==> src/rtl/byp_pkg.sv <==
package byp_pkg;
  typedef enum logic [1:0] {
    BYP_RF = 2'b00,
    BYP_MW = 2'b01,
    BYP_XM = 2'b10
  } byp_sel_e;
endpackage

==> src/rtl/byp_stage_reg.sv <==
module byp_stage_reg #(
  parameter int RW = 5,
  parameter int DW = 64
) (
  input  logic          clk,
  input  logic          rst_n,
  input  logic          en,
  input  logic          we_d,
  input  logic [RW-1:0] rd_d,
  input  logic [DW-1:0] val_d,
  output logic          we_q,
  output logic [RW-1:0] rd_q,
  output logic [DW-1:0] val_q
);
  logic          we_n;
  logic [RW-1:0] rd_n;
  logic [DW-1:0] val_n;

  always_comb begin
    we_n  = we_q;
    rd_n  = rd_q;
    val_n = val_q;
    if (en) begin
      we_n  = we_d;
      rd_n  = rd_d;
      val_n = val_d;
    end
  end

  always_ff @(posedge clk or negedge rst_n) begin
    if (!rst_n) begin
      we_q  <= 1'b0;
      rd_q  <= '0;
      val_q <= '0;
    end else begin
      we_q  <= we_n;
      rd_q  <= rd_n;
      val_q <= val_n;
    end
  end
endmodule

==> src/rtl/byp_pick.sv <==
module byp_pick #(
  parameter int RW = 5
) (
  input  logic          [RW-1:0] src,
  input  logic                   xm_we,
  input  logic          [RW-1:0] xm_rd,
  input  logic                   mw_we,
  input  logic          [RW-1:0] mw_rd,
  output byp_pkg::byp_sel_e      sel
);
  logic xm_hit, mw_hit;

  always_comb begin
    xm_hit = xm_we && (xm_rd != '0) && (xm_rd == src);
    mw_hit = mw_we && (mw_rd != '0) && (mw_rd == src);
    if (xm_hit)      sel = byp_pkg::BYP_XM;
    else if (mw_hit) sel = byp_pkg::BYP_MW;
    else             sel = byp_pkg::BYP_RF;
  end
endmodule

==> src/rtl/byp_mux.sv <==
module byp_mux #(
  parameter int DW = 64
) (
  input  byp_pkg::byp_sel_e          sel,
  input  logic              [DW-1:0] rf,
  input  logic              [DW-1:0] xm,
  input  logic              [DW-1:0] mw,
  output logic              [DW-1:0] y
);
  always_comb begin
    case (sel)
      byp_pkg::BYP_XM: y = xm;
      byp_pkg::BYP_MW: y = mw;
      default:         y = rf;
    endcase
  end
endmodule

==> src/rtl/bypass_unit.sv <==
module bypass_unit #(
  parameter int RW = 5,
  parameter int DW = 64
) (
  input  logic          clk,
  input  logic          rst_n,
  input  logic          adv_i,
  input  logic          ex_we_i,
  input  logic [RW-1:0] ex_rd_i,
  input  logic [DW-1:0] ex_res_i,
  input  logic          ex_ld_i,
  input  logic [DW-1:0] ld_data_i,
  input  logic [RW-1:0] src_a_i,
  input  logic [RW-1:0] src_b_i,
  input  logic [RW-1:0] src_s_i,
  input  logic [DW-1:0] rf_a_i,
  input  logic [DW-1:0] rf_b_i,
  input  logic [DW-1:0] rf_s_i,
  output logic [1:0]    sel_a_o,
  output logic [1:0]    sel_b_o,
  output logic [1:0]    sel_s_o,
  output logic [DW-1:0] opnd_a_o,
  output logic [DW-1:0] opnd_b_o,
  output logic [DW-1:0] opnd_s_o
);
  localparam int NOP = 3;

  logic          xm_we, mw_we, xm_ld, xm_ld_n;
  logic [RW-1:0] xm_rd, mw_rd;
  logic [DW-1:0] xm_val, mw_val, mw_d;

  // Execute/memory stage
  byp_stage_reg #(.RW(RW), .DW(DW)) u_xm (
    .clk(clk), .rst_n(rst_n), .en(adv_i),
    .we_d(ex_we_i), .rd_d(ex_rd_i), .val_d(ex_res_i),
    .we_q(xm_we), .rd_q(xm_rd), .val_q(xm_val)
  );

  always_comb begin
    xm_ld_n = xm_ld;
    if (adv_i) xm_ld_n = ex_ld_i;
  end

  always_ff @(posedge clk or negedge rst_n) begin
    if (!rst_n) xm_ld <= 1'b0;
    else        xm_ld <= xm_ld_n;
  end

  // a load carries its memory data into the writeback stage
  always_comb mw_d = xm_ld ? ld_data_i : xm_val;

  byp_stage_reg #(.RW(RW), .DW(DW)) u_mw (
    .clk(clk), .rst_n(rst_n), .en(adv_i),
    .we_d(xm_we), .rd_d(xm_rd), .val_d(mw_d),
    .we_q(mw_we), .rd_q(mw_rd), .val_q(mw_val)
  );

  logic [NOP-1:0][RW-1:0] src_v;
  logic [NOP-1:0][DW-1:0] rf_v, op_v;
  logic [NOP-1:0][1:0]    sel_v;

  assign src_v = {src_s_i, src_b_i, src_a_i};
  assign rf_v  = {rf_s_i, rf_b_i, rf_a_i};

  for (genvar g = 0; g < NOP; g++) begin : g_op
    byp_pkg::byp_sel_e sel_g;
    byp_pick #(.RW(RW)) u_pick (
      .src(src_v[g]), .xm_we(xm_we), .xm_rd(xm_rd),
      .mw_we(mw_we), .mw_rd(mw_rd), .sel(sel_g)
    );
    byp_mux #(.DW(DW)) u_mux (
      .sel(sel_g), .rf(rf_v[g]), .xm(xm_val), .mw(mw_val), .y(op_v[g])
    );
    assign sel_v[g] = sel_g;
  end

  assign sel_a_o  = sel_v[0];
  assign sel_b_o  = sel_v[1];
  assign sel_s_o  = sel_v[2];
  assign opnd_a_o = op_v[0];
  assign opnd_b_o = op_v[1];
  assign opnd_s_o = op_v[2];
endmodule

==> config.mk <==
export PLATFORM = sky130hd
export DESIGN_NAME = bypass_unit
export DESIGN_NICKNAME = d
export VERILOG_FILES = /design/src/rtl/byp_pkg.sv /design/src/rtl/byp_stage_reg.sv /design/src/rtl/byp_pick.sv /design/src/rtl/byp_mux.sv /design/src/rtl/bypass_unit.sv
export SDC_FILE = /design/constraint.sdc
export NUM_CORES = 1
export LEC_CHECK = 0
export BUFFER_PORTS_ARGS = -buffer_cell sky130_fd_sc_hd__clkbuf_2
export CELL_PAD_IN_SITES_DETAIL_PLACEMENT = 2
export CELL_PAD_IN_SITES_GLOBAL_PLACEMENT = 2
export CORE_AREA = 2 2 212 214
export CTS_BUF_LIST = sky130_fd_sc_hd__clkbuf_8 sky130_fd_sc_hd__clkbuf_16
export CTS_CLUSTER_SIZE = 28
export DETAILED_ROUTE_END_ITERATION = 7
export DIE_AREA = 0 0 214 216
export GPL_TIMING_DRIVEN = 0
export PLACE_DENSITY_LB_ADDON = 0.1
export SLEW_MARGIN = 20
export SYNTH_ARGS = -nofsm -noshare
export SYNTH_HDL_FRONTEND = slang
export SYNTH_HIERARCHICAL = 1
export SYNTH_SLANG_ARGS = --single-unit
==> constraint.sdc <==
create_clock -name clk -period 2.8 [get_ports clk]
set_clock_uncertainty 0.1 [all_clocks]
set_input_delay 0.42 -clock clk [delete_from_list [all_inputs] [get_ports clk]]
set_output_delay 0.42 -clock clk [all_outputs]
set_load 0.05 [all_outputs]
* Word level (Yosys, flattened, before mapping)
Cells that the tools add are included.
Storage, ports and cells: register bits after elaboration 141, bits of input ports 345, output and inout bits 198
Cells by class: equality and inequality tests 12, multiplexer cells 10, reductions and logical operators 10
Operator list (number):
- 64-bit case mux with 2 select lines | 3
- 64-bit two-way mux | 1
- 5-bit equality test | 6
- 5-bit nonzero test | 2
- 1-bit logical AND | 8
- 2-bit by 1-bit equality test with 1-bit output, second input constant | 3
- 2-bit equality test, second input constant | 3
- 2-bit two-way mux | 3
- 1-bit two-way mux | 3

* Longest topological paths before layout
Gate-level depths: netlist (run 1).
depth in word-level cells 7, depth in mapped cells 10

* Modules after synthesis
Netlist (run 1), hierarchy kept.
Modules (own cells, without submodules):
- byp_stage_reg | instances 2, cells each 148, area an instance 2954.1 sq um, sequential area each 1751.7 sq um
- byp_mux | instances 3, cells each 224, area an instance 1895.6 sq um, sequential area each 0.0 sq um
- bypass_unit | instances 1, cells each 73, area an instance 1013.5 sq um, sequential area each 25.0 sq um
- byp_pick | instances 3, cells each 21, area an instance 158.9 sq um, sequential area each 0.0 sq um

* Least setup slack after synthesis (run 1)
No wires, ideal clock.
kind register to output, start point register u_xm.rd_q[0], end point output opnd_a_o[0], arrival time 3434 ps, data required time 2280 ps, path slack -1154 ps, stages on the path, launching flop included 8, path through dfrtp_1 o41ai_2 a211oi_2 nor3_2 inv_1 ha_1 buf_4 o21ai_0
On the way: longest elaborated chain between the ends 6, elaborated cells on any way between the ends 8
RTL lines:
- from (decl) | line byp_stage_reg.sv:12 | output logic [RW-1:0] rd_q,
- from (signal assigned) | line byp_stage_reg.sv:37 | rd_q <= rd_n;
- 5-bit nonzero test | line byp_pick.sv:14 | xm_hit = xm_we && (xm_rd != '0) && (xm_rd == src);
- 1-bit logical AND | line byp_pick.sv:14
- 1-bit logical AND * | line byp_pick.sv:14
- net g_op[0].u_pick.xm_hit | line byp_pick.sv:11 | logic xm_hit, mw_hit;
- 2-bit two-way mux * | line byp_pick.sv:16 | if (xm_hit) sel = byp_pkg::BYP_XM;
- net sel_a_o[0] | line bypass_unit.sv:19 | output logic [1:0] sel_a_o,
- 2-bit by 1-bit equality test with 1-bit output / 2-bit equality test (equally long branches) | line byp_mux.sv:11 | case (sel)
- 64-bit case mux with 2 select lines * | line byp_mux.sv:11
- to (decl) | line bypass_unit.sv:22 | output logic [DW-1:0] opnd_a_o,
The timed path passes the listed nets; every way through them passes the cells marked *.

* Final worst setup path (run 1)
start point register u_xm.rd_q[1], end point output opnd_a_o[30]
On the way: longest elaborated chain between the ends 6, elaborated cells on any way between the ends 8
RTL lines (line):
- 5-bit nonzero test | byp_pick.sv:14
- 1-bit logical AND | byp_pick.sv:14
- 1-bit logical AND * | byp_pick.sv:14
- net g_op[0].u_pick.xm_hit | byp_pick.sv:11
- 2-bit two-way mux * | byp_pick.sv:16
- 2-bit by 1-bit equality test with 1-bit output / 2-bit equality test (equally long branches) | byp_mux.sv:11
- 64-bit case mux with 2 select lines * | byp_mux.sv:11
Marks and branches as above.

==> results of run 1 <==
## power breakdown
part	leakage (nW)	internal, mW	switching (mW)
logic	7.60	1.95	2.10
clock network	0.319	1.63	1.03
registers	1.65	2.31	0.516
## cell type report
| type | instances | area [sq um] |
|---|---|---|
| Buffer | 108 | 1860 |
| Antenna cell | 14 | 35.0 |
| Timing Repair Buffer | 616 | 5500 |
| Clock inverter | 13 | 214 |
| Clock buffer | 19 | 453 |
| Fill cell | 4313 | 21600 |
| Inverter | 6 | 22.5 |
| Multi-Input combinational cell | 847 | 9850 |
| Sequential cell | 141 | 3540 |
| Tap cell | 592 | 741 |
## repair_timing
action / 4_1_cts / 5_1_grt
cloned: 2 / 22
hold buffers: 1 / 0
gates resized for setup: 442 / 332
hold endpoints to repair: 63 / 0
setup buffers: 18 / 30
pin swaps: 26 / 27
endpoints found under the setup margin: 192 / 195
## sequential cells by signal, summed over array words and instances, names as in the netlist
register	cells
xm_ld	1
u_xm/rd_q	5
u_mw/rd_q	5
u_xm/val_q	64
u_mw/val_q	64
u_mw/we_q	1
u_xm/we_q	1
## cell families after synthesis
logic type | after synthesis
XOR/XNOR | 24
AO/OA/AOI/OAI | 393
flip-flops | 141
multiplexers | 205
buffers and inverters | 116
adder cells (fa/ha/maj) | 6
AND/OR/NAND/NOR | 219
## worst paths after layout
kind	start	to	slack, ps
hold / removal	ex_res_i[6]	u_xm/val_q[6]$_DFFE_PN0P_	100
setup / recovery	u_xm/rd_q[1]$_DFFE_PN0P_	opnd_a_o[30]	-730
max in group asynchronous	rst_n	u_xm/rd_q[2]$_DFFE_PN0P_	1250
min in group asynchronous	rst_n	u_xm/val_q[41]$_DFFE_PN0P_	440
setup reg to reg	xm_ld$_DFFE_PN0P_	u_mw/val_q[44]$_DFFE_PN0P_	1200
hold reg to reg	u_mw/val_q[0]$_DFFE_PN0P_	u_mw/val_q[0]$_DFFE_PN0P_	510
## placed cells by master (no fill, tap or decap), types with 6 or more instances in the layout
cell       instances
buf_4             48
dfrtp_1          135
diode_2           14
nand2_4           23
buf_6             70
clkbuf_2         346
xnor2_1           10
a22oi_2          191
nand2_1          129
o21ai_2           53
dfrtp_2            6
buf_12            57
clkbuf_16         41
mux2_4           189
mux2_2            16
nand2_2           46
o21ai_4          139
buf_8            106
buf_16            12
xor2_1             9
clkbuf_8          59
## routing by layer
layer / up-vias / part of all wire, % / global-route usage, %
met5: - / 0.020 / 0
met4: 2 / 1.8 / 7.27
met3: 52 / 4.4 / 5.61
met2: 346 / 52 / 44.9
met1: 6275 / 42 / 31.9
li1: 5375 / - / -
==> out/qor.txt, run 1 <==
Chip height: 216 um
CP Depth: 11
Final setup fails: 192
Dpl cells: 2239
Crit. End Element: primary output
# IOs: 543
Final Util: 50.7%
Crit Path Category: reg2out
Nets: 2088
Ys Warns: 6
Via count: 12.1k
Gate Count Post-Synth: 1104
Register area share after synthesis: 27.0%
Most common cell in the netlist: nand2_1
Worst-Margin Slew: 628 ps
Post-synth top flop: dfrtp_1
Setup WS post-layout: -728 ps
Ranking of synthesized cells by area: dfrtp_1, mux2_4, a22oi_2
Initial DRC Count: 535
Port bufs: 542
Multiplexer area fraction after synthesis: 23.1%
Grt ovf: 0
Outcome: finished, violations left
FFs w/ async S/R, synth: 100%
First-pass iteration count of the detailed router: 4
Hold Path Cell Cnt: 2
Rows: 77
Synth cell count leaders: nand2_1, mux2_4, a22oi_2, o21ai_2, dfrtp_1
CP Cell Sequence: buf_12 > o41ai_4 > a211oi_4 > nor3_4 > inv_2 > ha_4 > buf_12 > buf_12 > nand2_1 > o21ai_2 > buf_8
Clock Sinks: 141
Adder-cell share of the synthesized area: 0.574%
Fin area: 22200 sq um
Post-synthesis cell area: 13100 sq um
Max Slew Vio Count: 0
Pleak: 9.57 nW
Post-Synth Simple-Gate Area: 6.60%
All-layer global routing usage: 25.8%
P&R area growth vs syn: 69.7%
Final Hold Fails: 0
Arrival time at the worst endpoint: 3010 ps
Wire per inst: 27.6 um
FF+latch count, synth: 141
Crit share post-route: 126%
HP Class: in2reg
Placed instance area: 17800 sq um
Core area: 43800 sq um
Setup TNS: -119990 ps
Pin count of the biggest net entering global routing: 79
Startpoint Class: flop
Post-synth EDFFs: 0
Synth cell types: 25
CP top delay family: buffers and inverters
Share of cells above drive strength 1: 82.7%
Rel. slew slack: 58.1%
Vias in the first global route: 13.1k
CP required: 2280 ps
CTS tree: built
Area leader, netlist: dfrtp_1
Cell Pwr Density: 430 nW/um^2
Max Buffers Root-to-Sink: 2
Htree depth: 4
Post-place setup slack: -633 ps
CTS Buf Count: 17
Final antenna-violating net count: 0
Gpl congestion: 0.887
Buf/Inv on CP: 5
Tot Pwr: 9.54 mW
Hold WS: 98.6 ps
Root Driver: clkbuf_16
Skew-Pair Late Insertion Delay: 450 ps
Xor-xnor portion of the synthesized cell area: 1.61%
Drc violations: 0
Wire length of the first global-routing pass: 88800 um
Fmax: 283 MHz
Syn nets: 1455
Final WL: 65100 um
CP peak stage delay: 450 ps
Combinational family with the most area after synthesis: compound AO/OA/AOI/OAI gates
Max Fanout on Critical Path: 10
DIE AREA: 46200 sq um
Slowest cell on the critical path: dfrtp_2
Peak supply drop: 0.344 mV
Worst R2R Path Depth: 4
Die Width: 214 um
Initial antenna violation count: 13
Min cycle time layout: 3530 ps
Syn Area/Cell: 11.9 sq um
DR vias/cell: 5.11
DP HPWL: 45400 um
Non-Filler Instances: 2356
Synth Area in Compound Gates: 31.2%
Max Cap Viol: 0
Most used cell, CP: buf_12
Starting density of the core: 29.9%
Failing checks: setup timing
RSZ-0062 raised after global routing: true
Yosys top cell area share: 27.0%
Clock transition at the registers of the reported paths: 70 ps
Note: power is estimated with default switching activity, not from simulation.
==> inputs of run 2 (changes only) <==
--- a/config.mk
+++ b/config.mk
@@ -5,14 +5,15 @@
 export SDC_FILE = /design/constraint.sdc
 export NUM_CORES = 1
 export LEC_CHECK = 0
+export ABC_AREA = 1
 export BUFFER_PORTS_ARGS = -buffer_cell sky130_fd_sc_hd__clkbuf_2
 export CELL_PAD_IN_SITES_DETAIL_PLACEMENT = 2
 export CELL_PAD_IN_SITES_GLOBAL_PLACEMENT = 2
-export CORE_AREA = 2 2 212 214
+export CORE_AREA = 2 2 233 235
 export CTS_BUF_LIST = sky130_fd_sc_hd__clkbuf_8 sky130_fd_sc_hd__clkbuf_16
 export CTS_CLUSTER_SIZE = 28
 export DETAILED_ROUTE_END_ITERATION = 7
-export DIE_AREA = 0 0 214 216
+export DIE_AREA = 0 0 235 237
 export GPL_TIMING_DRIVEN = 0
 export PLACE_DENSITY_LB_ADDON = 0.1
 export SLEW_MARGIN = 20
==> run 2 against run 1 <==
The flow still finishes with violations (setup timing). Fmax is 6.0% higher. Clock power is 13% lower. Die area is 20% higher. Combinational power is 25% lower. Synthesized cell count is 100% higher. Register-to-register slack better by 60 ps. Final cell count is 50% higher. Sequential share of layout area is 2.1 points higher.
==> out/qor.txt, run 2 <==
Outcome: finished, violations left
Failing checks: setup timing
Pin count of the biggest net entering global routing: 72 (-8.9%)
Htree depth: 4 (unchanged)
Drc violations: 0 (unchanged)
DR vias/cell: 4.57 (-11%)
Vias in the first global route: 17.5k (+34%)
RSZ-0062 raised after global routing: true
Chip height: 237 um (+9.7%)
Grt ovf: 0 (unchanged)
Gate Count Post-Synth: 2204 (+100%)
FFs w/ async S/R, synth: 100% (unchanged)
Crit share post-route: 119% (-7.1 points)
DIE AREA: 55700 sq um (+20%)
Final setup fails: 192 (unchanged)
Syn Area/Cell: 5.48 sq um (-54%)
# fillers: 6586 (+53%)
Met3 WL: 2960 um (+4.4%)
Die Width: 235 um (+9.8%)
Register area share after synthesis: 29.2% (+2.3 points)
FF+latch count, synth: 141 (unchanged)
Placed instance area: 15700 sq um (-12%)
Synth cell count leaders: nand2_1, dfrtp_1, buf_4
DP HPWL: 54200 um (+19%)
Rel. slew slack: 53.3% (-4.8 points)
Root Driver: clkbuf_16
Post-synthesis cell area: 12100 sq um (-7.7%)
Ys Warns: 6 (unchanged)
Non-Filler Instances: 3523 (+50%)
CTS Buf Count: 17 (unchanged)
Arrival time at the worst endpoint: 2810 ps (-200 ps)
Commonest non-fill, non-tap cell in the layout: nand2_1
Ranking of synthesized cells by area: nand2_1, dfrtp_1, buf_4
Tot Pwr: 7.94 mW (-17%)
Cell Pwr Density: 404 nW/um^2 (-5.9%)
Fmax: 300 MHz (+6.0%)
Rows: 85 (+10%)
Most common cell in the netlist: nand2_1
Syn nets: 2555 (+76%)
Min cycle time layout: 3330 ps (-199 ps)
Setup WS post-layout: -529 ps (+199 ps)
CP required: 2280 ps (about the same)
Share of cells above drive strength 1: 36.5% (-46 points)
Port bufs: 542 (unchanged)
Largest regs: u_mw/val_q (64), u_xm/val_q (64)
First-pass iteration count of the detailed router: 7 (+3)
Yosys top cell area share: 55.8% (+29 points)
P&R area growth vs syn: 62.7%
Final Hold Fails: 0 (unchanged)
Nets: 3158 (+51%)
Skew-Pair Late Insertion Delay: 460 ps (about the same)
Starting density of the core: 22.7% (-7.2 points)
Startpoint Class: flop
All-layer global routing usage: 25.2% (-0.58 points)
Initial DRC Count: 704 (+32%)
Synth cell types: 18 (-28%)
HP Class: in2reg
Post-synth top flop: dfrtp_1
Post-synth EDFFs: 0 (unchanged)
# IOs: 543 (unchanged)
Routed met2 length: 38400 um (+14%)
Pleak: 11.5 nW (+20%)
Gpl congestion: 0.841 (-5.2%)
Crit. End Element: primary output
Crit Path Category: reg2out
Final antenna-violating net count: 0 (unchanged)
Clock transition at the registers of the reported paths: 70 ps (about the same)
Clock Sinks: 141 (unchanged)
Worst-Margin Slew: 700 ps (+72.0 ps)
Max Slew Vio Count: 0 (unchanged)
Setup TNS: -86080 ps (+33910 ps)
Max Fanout on Critical Path: 5 (-5)
Core area: 53300 sq um (+22%)
Dpl cells: 3443 (+54%)
Most used cells in the layout excluding fill and tap cells: nand2_1, clkbuf_2, nand2_2
Top metal layer carrying routed signals: met5
Final WL: 73900 um (+13%)
Post-place setup slack: -648 ps (-14.9 ps)
Wire length of the first global-routing pass: 107000 um (+20%)
Peak supply drop: 0.247 mV (-28%)
Max Cap Viol: 0 (unchanged)
Metal-1 WL: 30700 um (+13%)
Area leader, netlist: nand2_1
Fin area: 19600 sq um (-12%)
Wire per inst: 21.0 um (-24%)
Initial antenna violation count: 11 (-2)
Via count: 16.1k (+34%)
CTS tree: built
Max Buffers Root-to-Sink: 2 (unchanged)
run 2: layout make-up:
cell class | count | area [sq um] | share of cell area (%)
clock inverter | 12 | 95.1 | 0.484
sequential | 141 | 3540 | 18.0
tap | 696 | 871 | 4.43
buffer | 125 | 1530 | 7.79
clock buffer | 20 | 467 | 2.38
antenna | 7 | 17.5 | 0.0892
inverter | 49 | 214 | 1.09
multi-input combinational | 1887 | 7990 | 40.7
timing repair buffer | 585 | 4920 | 25.0
timing repair inverter | 1 | 6.26 | 0.0318
run 2: layer usage:
layer	vias up	GRT usage, %
met3	77	3.88
met5	-	0
met2	371	45.8
met1	7922	30.3
li1	7734	-
met4	8	7.86
run 2: what timing repair did:
item	in CTS	in global routing
pin swaps	9	81
setup buffers	13	12
setup endpoints to repair	192	192
resized for setup	389	562
endpoints found under the hold margin	70	0
hold buffers	1	0
cloned	4	14
run 2: worst max-delay path, cell delays in order, from the launching register on:
cell	delay, ps
dfrtp_2	460
buf_6	140
nor2_4	70
nand3_2	90
a21oi_4	180
nor2_4	70
nor2_4	160
inv_2	60
ha_4	400
clkbuf_16	230
buf_12	120
nand2_1	60
nand2_1	120
buf_8	160
run 2: logic make-up after synthesis:
logic type | share of synthesized area [%]
AOI/OAI and AO/OA | 0.684
adders and majority gates | 0.622
buffers and inverters | 10.4
and+or+nand+nor | 58.8
xor gates and xnor gates | 0.218
DFF | 29.2
run 2: metrics by stage:
stage,hold slack [ps],utilization (%)
after detailed placement,394,29.5
after CTS,37.8,33.6
after global routing,58.5,36.9
after floorplan,24.4,-
after global placement,406,29.4
final,55.2,36.9
run 2: worst paths after layout:
path                                            start                         end  slack, ps  depth (start not counted)
setup / recovery             u_xm/rd_q[1]$_DFFE_PN0P_                opnd_a_o[53]       -530                         13
hold / removal                           ex_res_i[18]  u_xm/val_q[18]$_DFFE_PN0P_         60                          3
setup reg to reg                    xm_ld$_DFFE_PN0P_  u_mw/val_q[59]$_DFFE_PN0P_       1260                          6
hold reg to reg            u_mw/val_q[33]$_DFFE_PN0P_  u_mw/val_q[33]$_DFFE_PN0P_        440                          2
max in group asynchronous                       rst_n  u_xm/val_q[29]$_DFFE_PN0P_       1310                          3
min in group asynchronous                       rst_n    u_mw/rd_q[1]$_DFFE_PN0P_        420                          2
run 2: power by group:
part | internal (mW) | switching [mW] | total (mW)
combinational | 1.15 | 1.87 | 3.02
clock | 1.28 | 1.03 | 2.31
sequential | 2.26 | 0.352 | 2.62
total | 4.70 | 3.24 | 7.94
